### src/rtl/fos_pkg.sv
package fos_pkg;

  localparam logic [7:0] OPC_DECY  = 8'h01;
  localparam logic [7:0] OPC_INCY  = 8'h02;
  localparam logic [7:0] OPC_MOVYA = 8'h03;
  localparam logic [7:0] OPC_BRNZ  = 8'h10;
  localparam logic [7:0] OPC_LDAI  = 8'h20;
  localparam logic [7:0] OPC_STAA  = 8'h30;

  typedef enum logic [2:0] {
    ST_FETCH,
    ST_SECOND,
    ST_ADRH,
    ST_WRITE,
    ST_BRANCH
  } seq_state_t;

  typedef enum logic [2:0] {
    OP_NOP,
    OP_DECY,
    OP_INCY,
    OP_MOVYA,
    OP_LDAI,
    OP_BRNZ,
    OP_STAA
  } op_kind_t;

  typedef enum logic {
    DST_A,
    DST_Y
  } dst_t;

endpackage

### src/rtl/fos_decode.sv
module fos_decode
  import fos_pkg::*;
#(
  parameter int DATA_W = 8
) (
  input  logic [DATA_W-1:0] opcode,
  output op_kind_t          kind
);

  always_comb begin
    kind = OP_NOP;
    if (opcode == DATA_W'(OPC_DECY))       kind = OP_DECY;
    else if (opcode == DATA_W'(OPC_INCY))  kind = OP_INCY;
    else if (opcode == DATA_W'(OPC_MOVYA)) kind = OP_MOVYA;
    else if (opcode == DATA_W'(OPC_BRNZ))  kind = OP_BRNZ;
    else if (opcode == DATA_W'(OPC_LDAI))  kind = OP_LDAI;
    else if (opcode == DATA_W'(OPC_STAA))  kind = OP_STAA;
  end

endmodule

### src/rtl/fos_alu.sv
module fos_alu
  import fos_pkg::*;
#(
  parameter int DATA_W = 8
) (
  input  op_kind_t          kind,
  input  logic [DATA_W-1:0] y_in,
  input  logic [DATA_W-1:0] imm,
  output logic [DATA_W-1:0] result,
  output dst_t              dst,
  output logic              neg,
  output logic              zero
);

  always_comb begin
    result = y_in;
    dst    = DST_Y;
    unique case (kind)
      OP_DECY:  begin result = y_in - DATA_W'(1); dst = DST_Y; end
      OP_INCY:  begin result = y_in + DATA_W'(1); dst = DST_Y; end
      OP_MOVYA: begin result = y_in;              dst = DST_A; end
      OP_LDAI:  begin result = imm;               dst = DST_A; end
      default:  begin result = y_in;              dst = DST_Y; end
    endcase
    neg  = result[DATA_W-1];
    zero = (result == '0);
  end

endmodule

### src/rtl/fos_regs.sv
module fos_regs
  import fos_pkg::*;
#(
  parameter int DATA_W = 8
) (
  input  logic              clk,
  input  logic              rst,
  input  logic              issue_valid,
  input  op_kind_t          issue_kind,
  input  logic [DATA_W-1:0] issue_imm,
  output logic [DATA_W-1:0] reg_a,
  output logic [DATA_W-1:0] reg_y,
  output logic              flag_n,
  output logic              flag_z,
  output logic              flag_z_eff,
  output logic              pipe_busy
);

  // execute stage: live during the next opcode fetch
  logic              ex_valid;
  op_kind_t          ex_kind;
  logic [DATA_W-1:0] ex_imm;

  // write-back stage: live during the next instruction's second cycle
  logic              wb_valid;
  dst_t              wb_dst;
  logic [DATA_W-1:0] wb_data;
  logic              wb_n;
  logic              wb_z;

  logic [DATA_W-1:0] alu_res;
  dst_t              alu_dst;
  logic              alu_n;
  logic              alu_z;

  fos_alu #(.DATA_W(DATA_W)) u_alu (
    .kind   (ex_kind),
    .y_in   (reg_y),
    .imm    (ex_imm),
    .result (alu_res),
    .dst    (alu_dst),
    .neg    (alu_n),
    .zero   (alu_z)
  );

  always_ff @(posedge clk) begin
    if (rst) begin
      ex_valid <= 1'b0;
      ex_kind  <= OP_NOP;
      ex_imm   <= '0;
    end else begin
      ex_valid <= issue_valid;
      ex_kind  <= issue_kind;
      ex_imm   <= issue_imm;
    end
  end

  always_ff @(posedge clk) begin
    if (rst) begin
      wb_valid <= 1'b0;
      wb_dst   <= DST_Y;
      wb_data  <= '0;
      wb_n     <= 1'b0;
      wb_z     <= 1'b0;
    end else begin
      wb_valid <= ex_valid;
      wb_dst   <= alu_dst;
      wb_data  <= alu_res;
      wb_n     <= alu_n;
      wb_z     <= alu_z;
    end
  end

  always_ff @(posedge clk) begin
    if (rst) begin
      reg_a  <= '0;
      reg_y  <= '0;
      flag_n <= 1'b0;
      flag_z <= 1'b0;
    end else if (wb_valid) begin
      if (wb_dst == DST_A) reg_a <= wb_data;
      else                 reg_y <= wb_data;
      flag_n <= wb_n;
      flag_z <= wb_z;
    end
  end

  assign flag_z_eff = wb_valid ? wb_z : flag_z;
  assign pipe_busy  = ex_valid | wb_valid;

  AST_Y_ONLY_AT_WB: assert property (@(posedge clk) disable iff (rst)
    !$stable(reg_y) |-> ($past(wb_valid) && $past(wb_dst) == DST_Y));

  AST_A_ONLY_AT_WB: assert property (@(posedge clk) disable iff (rst)
    !$stable(reg_a) |-> ($past(wb_valid) && $past(wb_dst) == DST_A));

  AST_FLAGS_ONLY_AT_WB: assert property (@(posedge clk) disable iff (rst)
    (!$stable(flag_n) || !$stable(flag_z)) |-> $past(wb_valid));

endmodule

### src/rtl/fetch_overlap_seq.sv
module fetch_overlap_seq
  import fos_pkg::*;
#(
  parameter int                ADDR_W     = 16,
  parameter int                DATA_W     = 8,
  parameter logic [ADDR_W-1:0] START_ADDR = 'h0200
) (
  input  logic              clk,
  input  logic              rst,
  input  logic [DATA_W-1:0] bus_rdata,
  output logic [ADDR_W-1:0] bus_addr,
  output logic [DATA_W-1:0] bus_wdata,
  output logic              bus_we,
  output logic              trace_fetch,
  output logic [DATA_W-1:0] trace_ir,
  output logic [DATA_W-1:0] trace_a,
  output logic [DATA_W-1:0] trace_y,
  output logic              trace_n,
  output logic              trace_z
);

  localparam int EXT_W = ADDR_W - DATA_W;

  seq_state_t        state;
  logic [ADDR_W-1:0] pc;
  logic [ADDR_W-1:0] ab_q;
  logic              we_q;
  logic [DATA_W-1:0] wd_q;
  logic [DATA_W-1:0] ir;
  logic [DATA_W-1:0] adr_lo;
  logic [DATA_W-1:0] br_off;

  op_kind_t          dec_kind;
  logic              issue_valid;
  logic [DATA_W-1:0] reg_a;
  logic [DATA_W-1:0] reg_y;
  logic              flag_n;
  logic              flag_z;
  logic              flag_z_eff;
  logic              pipe_busy;

  logic [ADDR_W-1:0] pc_inc;
  logic [ADDR_W-1:0] br_tgt;

  fos_decode #(.DATA_W(DATA_W)) u_decode (
    .opcode (ir),
    .kind   (dec_kind)
  );

  assign issue_valid = (state == ST_SECOND) &&
                       (dec_kind == OP_DECY || dec_kind == OP_INCY ||
                        dec_kind == OP_MOVYA || dec_kind == OP_LDAI);

  fos_regs #(.DATA_W(DATA_W)) u_regs (
    .clk         (clk),
    .rst         (rst),
    .issue_valid (issue_valid),
    .issue_kind  (dec_kind),
    .issue_imm   (bus_rdata),
    .reg_a       (reg_a),
    .reg_y       (reg_y),
    .flag_n      (flag_n),
    .flag_z      (flag_z),
    .flag_z_eff  (flag_z_eff),
    .pipe_busy   (pipe_busy)
  );

  assign pc_inc = pc + ADDR_W'(1);
  assign br_tgt = pc + {{EXT_W{br_off[DATA_W-1]}}, br_off};

  always_ff @(posedge clk) begin
    if (rst) begin
      state  <= ST_FETCH;
      pc     <= START_ADDR;
      ab_q   <= START_ADDR;
      we_q   <= 1'b0;
      wd_q   <= '0;
      ir     <= '0;
      adr_lo <= '0;
      br_off <= '0;
    end else begin
      unique case (state)
        ST_FETCH: begin
          ir    <= bus_rdata;
          pc    <= pc_inc;
          ab_q  <= pc_inc;
          state <= ST_SECOND;
        end
        ST_SECOND: begin
          state <= ST_FETCH;
          ab_q  <= pc;
          unique case (dec_kind)
            OP_LDAI: begin
              pc   <= pc_inc;
              ab_q <= pc_inc;
            end
            OP_BRNZ: begin
              pc     <= pc_inc;
              ab_q   <= pc_inc;
              br_off <= bus_rdata;
              if (!flag_z_eff) state <= ST_BRANCH;
            end
            OP_STAA: begin
              pc     <= pc_inc;
              ab_q   <= pc_inc;
              adr_lo <= bus_rdata;
              state  <= ST_ADRH;
            end
            default: begin
              pc <= pc;
            end
          endcase
        end
        ST_ADRH: begin
          pc    <= pc_inc;
          ab_q  <= ADDR_W'({bus_rdata, adr_lo});
          we_q  <= 1'b1;
          wd_q  <= reg_a;
          state <= ST_WRITE;
        end
        ST_WRITE: begin
          we_q  <= 1'b0;
          ab_q  <= pc;
          state <= ST_FETCH;
        end
        ST_BRANCH: begin
          pc    <= br_tgt;
          ab_q  <= br_tgt;
          state <= ST_FETCH;
        end
        default: begin
          state <= ST_FETCH;
        end
      endcase
    end
  end

  assign bus_addr    = ab_q;
  assign bus_we      = we_q;
  assign bus_wdata   = wd_q;
  assign trace_fetch = (state == ST_FETCH);
  assign trace_ir    = ir;
  assign trace_a     = reg_a;
  assign trace_y     = reg_y;
  assign trace_n     = flag_n;
  assign trace_z     = flag_z;

  AST_RESET_START: assert property (@(posedge clk) disable iff (rst)
    $past(rst) |-> (trace_fetch && bus_addr == START_ADDR && !bus_we));

  AST_NO_BACK_TO_BACK_FETCH: assert property (@(posedge clk) disable iff (rst)
    trace_fetch |=> !trace_fetch);

  AST_WE_ONE_CYCLE: assert property (@(posedge clk) disable iff (rst)
    bus_we |=> !bus_we);

  AST_FETCH_AFTER_WRITE: assert property (@(posedge clk) disable iff (rst)
    bus_we |=> trace_fetch);

  AST_NO_WB_IN_WRITE: assert property (@(posedge clk) disable iff (rst)
    bus_we |-> !pipe_busy);

endmodule

### config.mk
export PLATFORM = sky130hd
export DESIGN_NAME = fetch_overlap_seq
export DESIGN_NICKNAME = d
export VERILOG_FILES = /design/src/rtl/fos_pkg.sv /design/src/rtl/fos_decode.sv /design/src/rtl/fos_alu.sv /design/src/rtl/fos_regs.sv /design/src/rtl/fetch_overlap_seq.sv
export SDC_FILE = /design/constraint.sdc
export NUM_CORES = 1
export LEC_CHECK = 0
export BUFFER_PORTS_ARGS = -buffer_cell sky130_fd_sc_hd__buf_4
export CAP_MARGIN = 20
export CORE_MARGIN = 2
export CORE_UTILIZATION = 25
export DETAILED_ROUTE_END_ITERATION = 6
export PLACE_DENSITY = 0.45
export SYNTH_ARGS = -nofsm -noshare
export SYNTH_HDL_FRONTEND = slang
export SYNTH_SLANG_ARGS = --single-unit
### constraint.sdc
create_clock -name clk -period 6.95 [get_ports clk]
set_input_delay 0.3475 -clock clk [delete_from_list [all_inputs] [get_ports clk]]
set_output_delay 0.3475 -clock clk [all_outputs]
set_load 0.05 [all_outputs]
==> results of run 1 <==
cells in the final DEF, fill, tap and decap left out, drive strengths merged, types with 6 or more instances in the layout:
| master | count |
|---|---|
| a2111oi | 11 |
| a211oi | 16 |
| a21o | 11 |
| a21oi | 81 |
| and2 | 6 |
| and3 | 6 |
| buf | 68 |
| clkbuf | 10 |
| dfxtp | 109 |
| ha | 22 |
| inv | 15 |
| mux2i | 30 |
| nand2 | 83 |
| nand2b | 7 |
| nand3 | 25 |
| nand4 | 11 |
| nor2 | 87 |
| nor2b | 14 |
| nor3 | 18 |
| nor3b | 6 |
| nor4 | 12 |
| o21ai | 24 |
| o22ai | 24 |
| or3 | 7 |
| xnor2 | 25 |
| xor2 | 21 |
power by group through the flow:
stage	clock network [mW]	registers (mW)	logic, mW
global placement	0	0.685	0.203
CTS	0.523	0.670	0.203
finish	0.505	0.670	0.203
detailed placement	0	0.685	0.202
global route	0.541	0.674	0.219
floorplan	0	0.700	0.119
cell type report:
| type | instances | area share |
|---|---|---|
| sequential | 109 | 0.2950 |
| tap | 330 | 0.05583 |
| clock buffer | 10 | 0.03096 |
| clock inverter | 5 | 0.006090 |
| timing repair buffer | 68 | 0.06953 |
| multi-input combinational | 621 | 0.5354 |
| inverter | 14 | 0.007105 |
layer usage:
metal,GRT usage,routed length (µm),vias up
met5,0,0,-
met4,0.03190,203,0
met3,0.02879,928,16
met2,0.2704,10380,149
met1,0.2202,10320,2830
li1,-,-,2940
sequential cells by signal, summed over array words and instances (netlist names), 3 cells and up:
name,flops
u_regs.reg_a,8
u_regs.wb_data,7
br_off,8
u_regs.ex_kind,3
pc,16
state,3
trace_ir,8
bus_wdata,8
bus_addr,16
adr_lo,8
u_regs.reg_y,8
u_regs.ex_imm,8
path summary, 6_finish.rpt:
check / startpoint / to / slack (ns) / cells after the start
setup / recovery: state[0]$_SDFF_PP0_ / pc[12]$_SDFFE_PP0P_ / 3.75 / 5
hold / removal: bus_rdata[7] / u_regs.ex_imm[7]$_SDFF_PP0_ / 0.28 / 2
setup reg to reg: state[0]$_SDFF_PP0_ / pc[12]$_SDFFE_PP0P_ / 3.75 / 5
hold reg to reg: u_regs.ex_valid$_SDFF_PP0_ / u_regs.wb_valid$_SDFF_PP0_ / 0.45 / 1
cells by family after synthesis:
| kind of cell | share of synthesized area |
|---|---|
| AO/OA/AOI/OAI | 0.2255 |
| XOR/XNOR | 0.06393 |
| adder cells (fa/ha/maj) | 0.05223 |
| buffers and inverters | 0.04327 |
| flip-flops | 0.3399 |
| multiplexers | 0.05028 |
| AND/OR/NAND/NOR | 0.2249 |
==> flow_summary.yaml, run 1 <==
cells_and_area:
  multi_input_area_um2: 3960
  fin_util: 0.2937
  fin_area_um2: 7396
  finalNetCount: 857
  fillers: 2710
  layout-drive-gt1-share: 0.1245
  n_antenna_cell: 0
  stdcell_count: 1157
  seq_area_um2: 2182
  syn_to_final_growth_pct: 15.20
pwr:
  p_int_uw: 956.5
  pwr_density_cell_nw_per_um2: 186.3
  seq_power_share: 0.486
  leakage_nw: 2.951
  total_power_mw: 1.378
  power_switching_share: 0.3060
  switching_power_uw: 421.7
  clkPwrFrac: 0.366
  ir_drop_mv: 0.1088
  pwr-share-comb: 0.147
logic_synthesis:
  syn_inst: 799
  synth_cell_types: 64
  synth_top_area_frac: 0.3399
  synth_edf_count: 0
  yosysTopAreaCell: "dfxtp_1"
  synth_area_per_cell_um2: 8.035
  synth_nets: 833
  synthTopCellsByArea: "dfxtp_1, a21oi_1, nand2_1, nor2_1, mux2i_1"
  yosys_warnings: 0
  synth_area_um2: 6420
  synth-seq-cells: 109
  synth_most_common_cell: "dfxtp_1"
  async_reset_ff_frac: 0
  synth_common_cells: "dfxtp_1, nand2_1, nor2_1, a21oi_1, clkbuf_1"
  yosys_most_used_dff: "dfxtp_1"
  synth-seq-area-share: 0.3399
floorplanning:
  start_util: 0.2549
  die_x_um: 164.3
  die_h_um: 164.3
  row_count: 58
  design.core.area_um2: 25180
  pin_count: 62
  die-area_um2: 26980
clocking:
  cts_buffers: 9
  cts_sinks: 109
  cts_root_buf: "clkbuf_16"
  clk_latency_ns: 0.36
  post-cts-setup-buffers: 0
  post_cts_resized: 0
  h-tree-depth: 3
  cts_tree: "done"
  cts_hold_buffers: 0
  clk_pin_slew_ns: 0.08
  cts.path.max_buffers: 2
placement:
  port_buffers: 61
  dpl_cell_area_um2: 7122
  dp_slack_ns: 3.828
  dp_hpwl_mm: 15.54
  globalplace.congestion: 0.8051
  dp.cells: 1142
route:
  routed_wl_mm: 21.83
  drtIter0Drc: 425
  drt_first_pass_iters: 5
  wl_per_cell_um: 18.87
  vias: 5935
  routed_via_density: 5.130
  drcViolationCount: 0
  antenna_left: 0
global_route:
  grt_pass1_vias: 5444
  grt_max_degree: 67
  gr-usage-all-layers: 0.1624
  grt.overflow.total: 0
  antenna_found_initial: 0
  grt_first_pass_wirelength_mm: 33.37
worst_setup_path:
  worstSetupStartpointType: "register"
  critPathRequiredTime_ns: 7.20
  endpoint_kind: "register"
  critPathMaxFanout: 19
  crit_arrival_ns: 3.44
  path_cells: "clkinv_1 > o21ai_1 > a21oi_1 > and3_1 > a2111oi_0"
  critical_path_class: "register to register"
  cpLargestDelayFamily: "compound AO/OA/AOI/OAI gates"
  path_buf_inv: 1
  worst_path_largest_cell_delay_ns: 0.85
  slowest_stage: "dfxtp_1"
sta:
  fmax_mhz: 312.9
  post-route-period-util: 0.4599
  period_needed_ns: 3.196
  slew_headroom: 0.3473
  skew_ns: 0.008781
  tightest_slew_ns: 0.9761
  hold_viol: 0
  tns_ns: 0
  grt_setup_unrepaired: "no"
  hold_ws_ns: 0.2759
  setup_viol: 0
  final-max-slew-violation-count: 0
  worst_slack_ns: 3.754
flow_run:
  drv_cap: 0
status:
  status: "finished, final reports clean"
hold_path:
  hp-class: "input pin to register"
Note: power is estimated with default switching activity, not from simulation.
==> inputs of run 2 (changes only) <==
==> constraint.sdc (replaced) <==
create_clock -name clk -period 3.3 [get_ports clk]
set_input_delay 0.165 -clock clk [delete_from_list [all_inputs] [get_ports clk]]
set_output_delay 0.165 -clock clk [all_outputs]
set_load 0.05 [all_outputs]
==> run 2 against run 1 <==
  * Utilization is 0.98 points higher
  * Sequential share of layout area decreased by 0.95 points
  * Critical path depth rose by 3
  * Design area up 3.3%
  * Maximum frequency is 10% higher
  * Final cell count up 2.5%
  * Clock power is 130% higher
  * Sequential power is 110% higher
  * Clock-buffer cell count fell by 1
  * Clock skew down 0.0037 ns
  * First-iteration DRC count increased by 19%
  * Critical path type unchanged
  * Critical endpoint is now bus_addr[8]$_SDFFE_PP0P_
  * Largest cell class unchanged
==> flow_summary.yaml, run 2 (same netlist as run 1, synthesis figures left out) <==
floorplanning:
  die-area_um2: 26980
  design.core.area_um2: 25180
  die_x_um: 164.3
  start_util: 0.2549
  die_h_um: 164.3
  pin_count: 62
  row_count: 58
placement:
  dp.cells: 1170
  port_buffers: 61
  globalplace.congestion: 0.8368
  dpl_cell_area_um2: 7328
  dp_hpwl_mm: 16.18
global_route:
  grt_first_pass_wirelength_mm: 34.70
  gr-usage-all-layers: 0.1691
  grt_max_degree: 65
  grt.overflow.total: 0
  antenna_found_initial: 0
  grt_pass1_vias: 5798
flow_run:
  drv_cap: 0
sta:
  setup_viol: 0
  grt_setup_unrepaired: "no"
  hold_viol: 0
  skew_ns: 0.005098
  post-route-period-util: 0.8793
  tightest_slew_ns: 0.9862
  final-max-slew-violation-count: 0
  slew_headroom: 0.3425
  period_needed_ns: 2.902
  fmax_mhz: 344.6
  tns_ns: 0
clocking:
  post-cts-setup-buffers: 0
  cts_tree: "done"
  cts.path.max_buffers: 2
  clk_pin_slew_ns: 0.08
  cts_buffers: 9
  h-tree-depth: 3
  cts_sinks: 109
  cts_hold_buffers: 0
  clk_latency_ns: 0.36
  post_cts_resized: 0
  cts_root_buf: "clkbuf_16"
hold_path:
  hp-class: "input pin to register"
worst_setup_path:
  critPathRequiredTime_ns: 3.52
  critPathMaxFanout: 6
  slowest_stage: "fa_1"
  worstSetupStartpointType: "register"
  path_cells: "ha_1 > fa_1 > a211oi_1 > o21ai_0 > o31ai_1 > xnor2_1 > a221oi_1 > a2111oi_0"
  worst_path_largest_cell_delay_ns: 0.45
  endpoint_kind: "register"
  critical_path_class: "register to register"
  crit_arrival_ns: 3.12
route:
  drcViolationCount: 0
  drt_first_pass_iters: 5
  routed_via_density: 5.109
  drtIter0Drc: 504
  antenna_left: 0
  routed_wl_mm: 22.65
  wl_per_cell_um: 19.10
  vias: 6059
pwr:
  total_power_mw: 3.034
  pwr_density_cell_nw_per_um2: 397.0
  ir_drop_mv: 0.2007
  leakage_nw: 3.116
cells_and_area:
  syn_to_final_growth_pct: 19.04
  finalNetCount: 885
  fillers: 2747
  fin_util: 0.3035
  seq_area_um2: 2182
  fin_area_um2: 7642
  layout_common_cells: "dfxtp_1, buf_4, nor2_1, nand2_1, a21oi_1"
  stdcell_count: 1186
  layout_commonest_cell: "dfxtp_1"
  n_antenna_cell: 0
  layout-drive-gt1-share: 0.1554
  multi_input_area_um2: 3960
status:
  status: "finished, final reports clean"
run 2: metrics by stage:
step                      hold WS (ns)  worst slack, ns
after floorplan                 0.2932           0.7691
after global placement          0.4162           0.5577
after detailed placement        0.4247           0.5006
after CTS                      0.06949           0.4636
after global routing           0.09358           0.1978
final                          0.07674           0.3983
run 2: routing by layer:
metal,vias up,global-route usage,part of all wire
met4,0,0.03947,0.011
met2,163,0.2895,0.48
met3,21,0.02500,0.042
met5,-,0,0
li1,2996,-,-
met1,2879,0.2233,0.47
run 2: path summary, 6_finish.rpt:
check | start | endpoint | slack, ns | depth (start not counted)
max | pc[0]$_SDFFE_PP0P_ | bus_addr[8]$_SDFFE_PP0P_ | 0.40 | 8
min | bus_rdata[1] | u_regs.ex_imm[1]$_SDFF_PP0_ | 0.08 | 2
min reg2reg | u_regs.ex_valid$_SDFF_PP0_ | u_regs.wb_valid$_SDFF_PP0_ | 0.44 | 1
max reg2reg | pc[0]$_SDFFE_PP0P_ | bus_addr[8]$_SDFFE_PP0P_ | 0.40 | 8
run 2: power breakdown:
part | switching [mW] | internal (mW) | total [mW]
clock network | 0.567 | 0.609 | 1.18
logic | 0.303 | 0.152 | 0.455
registers | 0.0469 | 1.36 | 1.40
total | 0.917 | 2.12 | 3.03
run 2: worst max-delay path, delay by kind of cell (launching register included):
family | cells | cell delay [ns]
XOR/XNOR | 1 | 0.19
AO/OA/AOI/OAI | 5 | 1.51
adder cells (fa/ha/maj) | 2 | 0.69
flip-flops | 1 | 0.36
run 2: final cells by class:
class / count / area share
Tap cell: 330 / 0.05403
Sequential cell: 109 / 0.2855
Timing Repair Buffer: 96 / 0.09430
Clock buffer: 9 / 0.02947
Multi-Input combinational cell: 621 / 0.5182
Inverter: 14 / 0.006876
Clock inverter: 7 / 0.01162
==> inputs of run 3 (changes only) <==
--- a/config.mk
+++ b/config.mk
@@ -11,6 +11,7 @@
 export CORE_UTILIZATION = 25
 export DETAILED_ROUTE_END_ITERATION = 6
 export PLACE_DENSITY = 0.45
+export REMOVE_ABC_BUFFERS = 1
 export SYNTH_ARGS = -nofsm -noshare
 export SYNTH_HDL_FRONTEND = slang
 export SYNTH_SLANG_ARGS = --single-unit
==> run 3 against run 2 <==
  * Die area is the same
  * Highest routed layer unchanged
  * Register-to-register slack gained 0.02 ns
  * Non-clock buffer count grew 3
  * Via count grew 1.2%
  * Hold slack gained 0.0037 ns
  * Combinational power shrank 0.9%
  * Final cell count grew 0.25%
  * Sequential power is essentially flat
  * Setup slack gained 0.016 ns
  * Sequential share of layout area is essentially flat
==> flow_summary.yaml, run 3 (same netlist as run 1, synthesis figures left out) <==
route:
  drcViolationCount: 0
  antenna_left: 0
  routed_via_density: 5.159
  vias: 6134
  routed_wl_mm: 22.27
  drt_first_pass_iters: 7
  drtIter0Drc: 585
  wl_per_cell_um: 18.73
floorplanning:
  die_x_um: 164.3
  start_util: 0.2549
  row_count: 58
  pin_count: 62
  die_h_um: 164.3
  die-area_um2: 26980
  design.core.area_um2: 25180
worst_setup_path:
  critPathMaxFanout: 6
  critPathRequiredTime_ns: 3.54
  crit_arrival_ns: 3.13
  critical_path_class: "register to register"
  worstSetupStartpointType: "register"
  path_buf_inv: 0
  slowest_stage: "fa_1"
  endpoint_kind: "register"
  cpLargestDelayFamily: "compound AO/OA/AOI/OAI gates"
  worst_path_largest_cell_delay_ns: 0.42
  path_cells: "ha_1 > fa_1 > a211oi_1 > o21ai_0 > o31ai_1 > xnor2_1 > a221oi_1 > a2111oi_0"
placement:
  port_buffers: 61
  dpl_cell_area_um2: 7351
  globalplace.congestion: 0.8800
  dp_hpwl_mm: 16.45
global_route:
  antenna_found_initial: 0
  grt_first_pass_wirelength_mm: 34.55
  gr-usage-all-layers: 0.1670
  grt.overflow.total: 0
  grt_max_degree: 53
  grt_pass1_vias: 5821
sta:
  skew_ns: 0.007376
  setup_viol: 0
  final-max-slew-violation-count: 0
  fmax_mhz: 346.5
  tns_ns: 0
  tightest_slew_ns: 0.9441
  grt_setup_unrepaired: "no"
  period_needed_ns: 2.886
  hold_viol: 0
  slew_headroom: 0.3664
  post-route-period-util: 0.8745
  hold_ws_ns: 0.08047
cells_and_area:
  layout_common_cells: "dfxtp_1, buf_4, nor2_1, nand2_1, a21oi_1"
  layout_commonest_cell: "dfxtp_1"
  n_antenna_cell: 0
  fin_util: 0.3039
  fin_area_um2: 7652
  finalNetCount: 888
  syn_to_final_growth_pct: 19.20
  layout-drive-gt1-share: 0.1583
pwr:
  leakage_nw: 3.116
  total_power_mw: 2.970
  pwr_density_cell_nw_per_um2: 388.2
  ir_drop_mv: 0.2510
clocking:
  post-cts-setup-buffers: 0
  cts_sinks: 109
  cts_hold_buffers: 0
  cts.path.max_buffers: 2
  h-tree-depth: 3
  cts_root_buf: "clkbuf_16"
  cts_tree: "done"
  post_cts_resized: 0
  clk_latency_ns: 0.36
  cts_buffers: 9
  clk_pin_slew_ns: 0.08
status:
  status: "finished, final reports clean"
flow_run:
  drv_cap: 0
hold_path:
  hp-class: "input pin to register"
-- run 3: metal layers --
metal,routed length (µm),global-route usage
met1,10410,0.2316
met4,523,0.04944
met5,0,0
met3,1170,0.03056
met2,10170,0.2628
-- run 3: final timing paths --
check / startpoint / cells past startpoint / to / slack [ns]
max: pc[0]$_SDFFE_PP0P_ / 8 / bus_addr[8]$_SDFFE_PP0P_ / 0.41
min: bus_rdata[7] / 2 / u_regs.ex_imm[7]$_SDFF_PP0_ / 0.08
max reg2reg: pc[0]$_SDFFE_PP0P_ / 8 / bus_addr[8]$_SDFFE_PP0P_ / 0.41
min reg2reg: u_regs.ex_valid$_SDFF_PP0_ / 1 / u_regs.wb_valid$_SDFF_PP0_ / 0.44
-- run 3: power by group --
group	leakage, nW	switching, mW	total, mW	internal, mW
Clock	0.142	0.561	1.12	0.554
Combinational	2.09	0.298	0.451	0.153
Sequential	0.886	0.0481	1.40	1.36
-- run 3: final cells by class --
| cell class | instances | area, µm² |
|---|---|---|
| fillers | 2747 | 17530 |
| multi-input cells | 621 | 3960 |
| flip-flops and latches | 109 | 2182 |
| repair buffers | 99 | 743.2 |
| well taps | 330 | 412.9 |
| clock buffers | 10 | 239.0 |
| clock inverters | 6 | 62.56 |
| inverters | 14 | 52.55 |
-- run 3: through the flow --
stage | setup slack [ns] | std cells
4_1_cts | 0.4422 | 1189
6_report | 0.4141 | 1189
3_5_place_dp | 0.4686 | 1173
2_1_floorplan | 0.6089 | 744
5_1_grt | 0.2265 | 1189
3_3_place_gp | 0.5815 | 1173
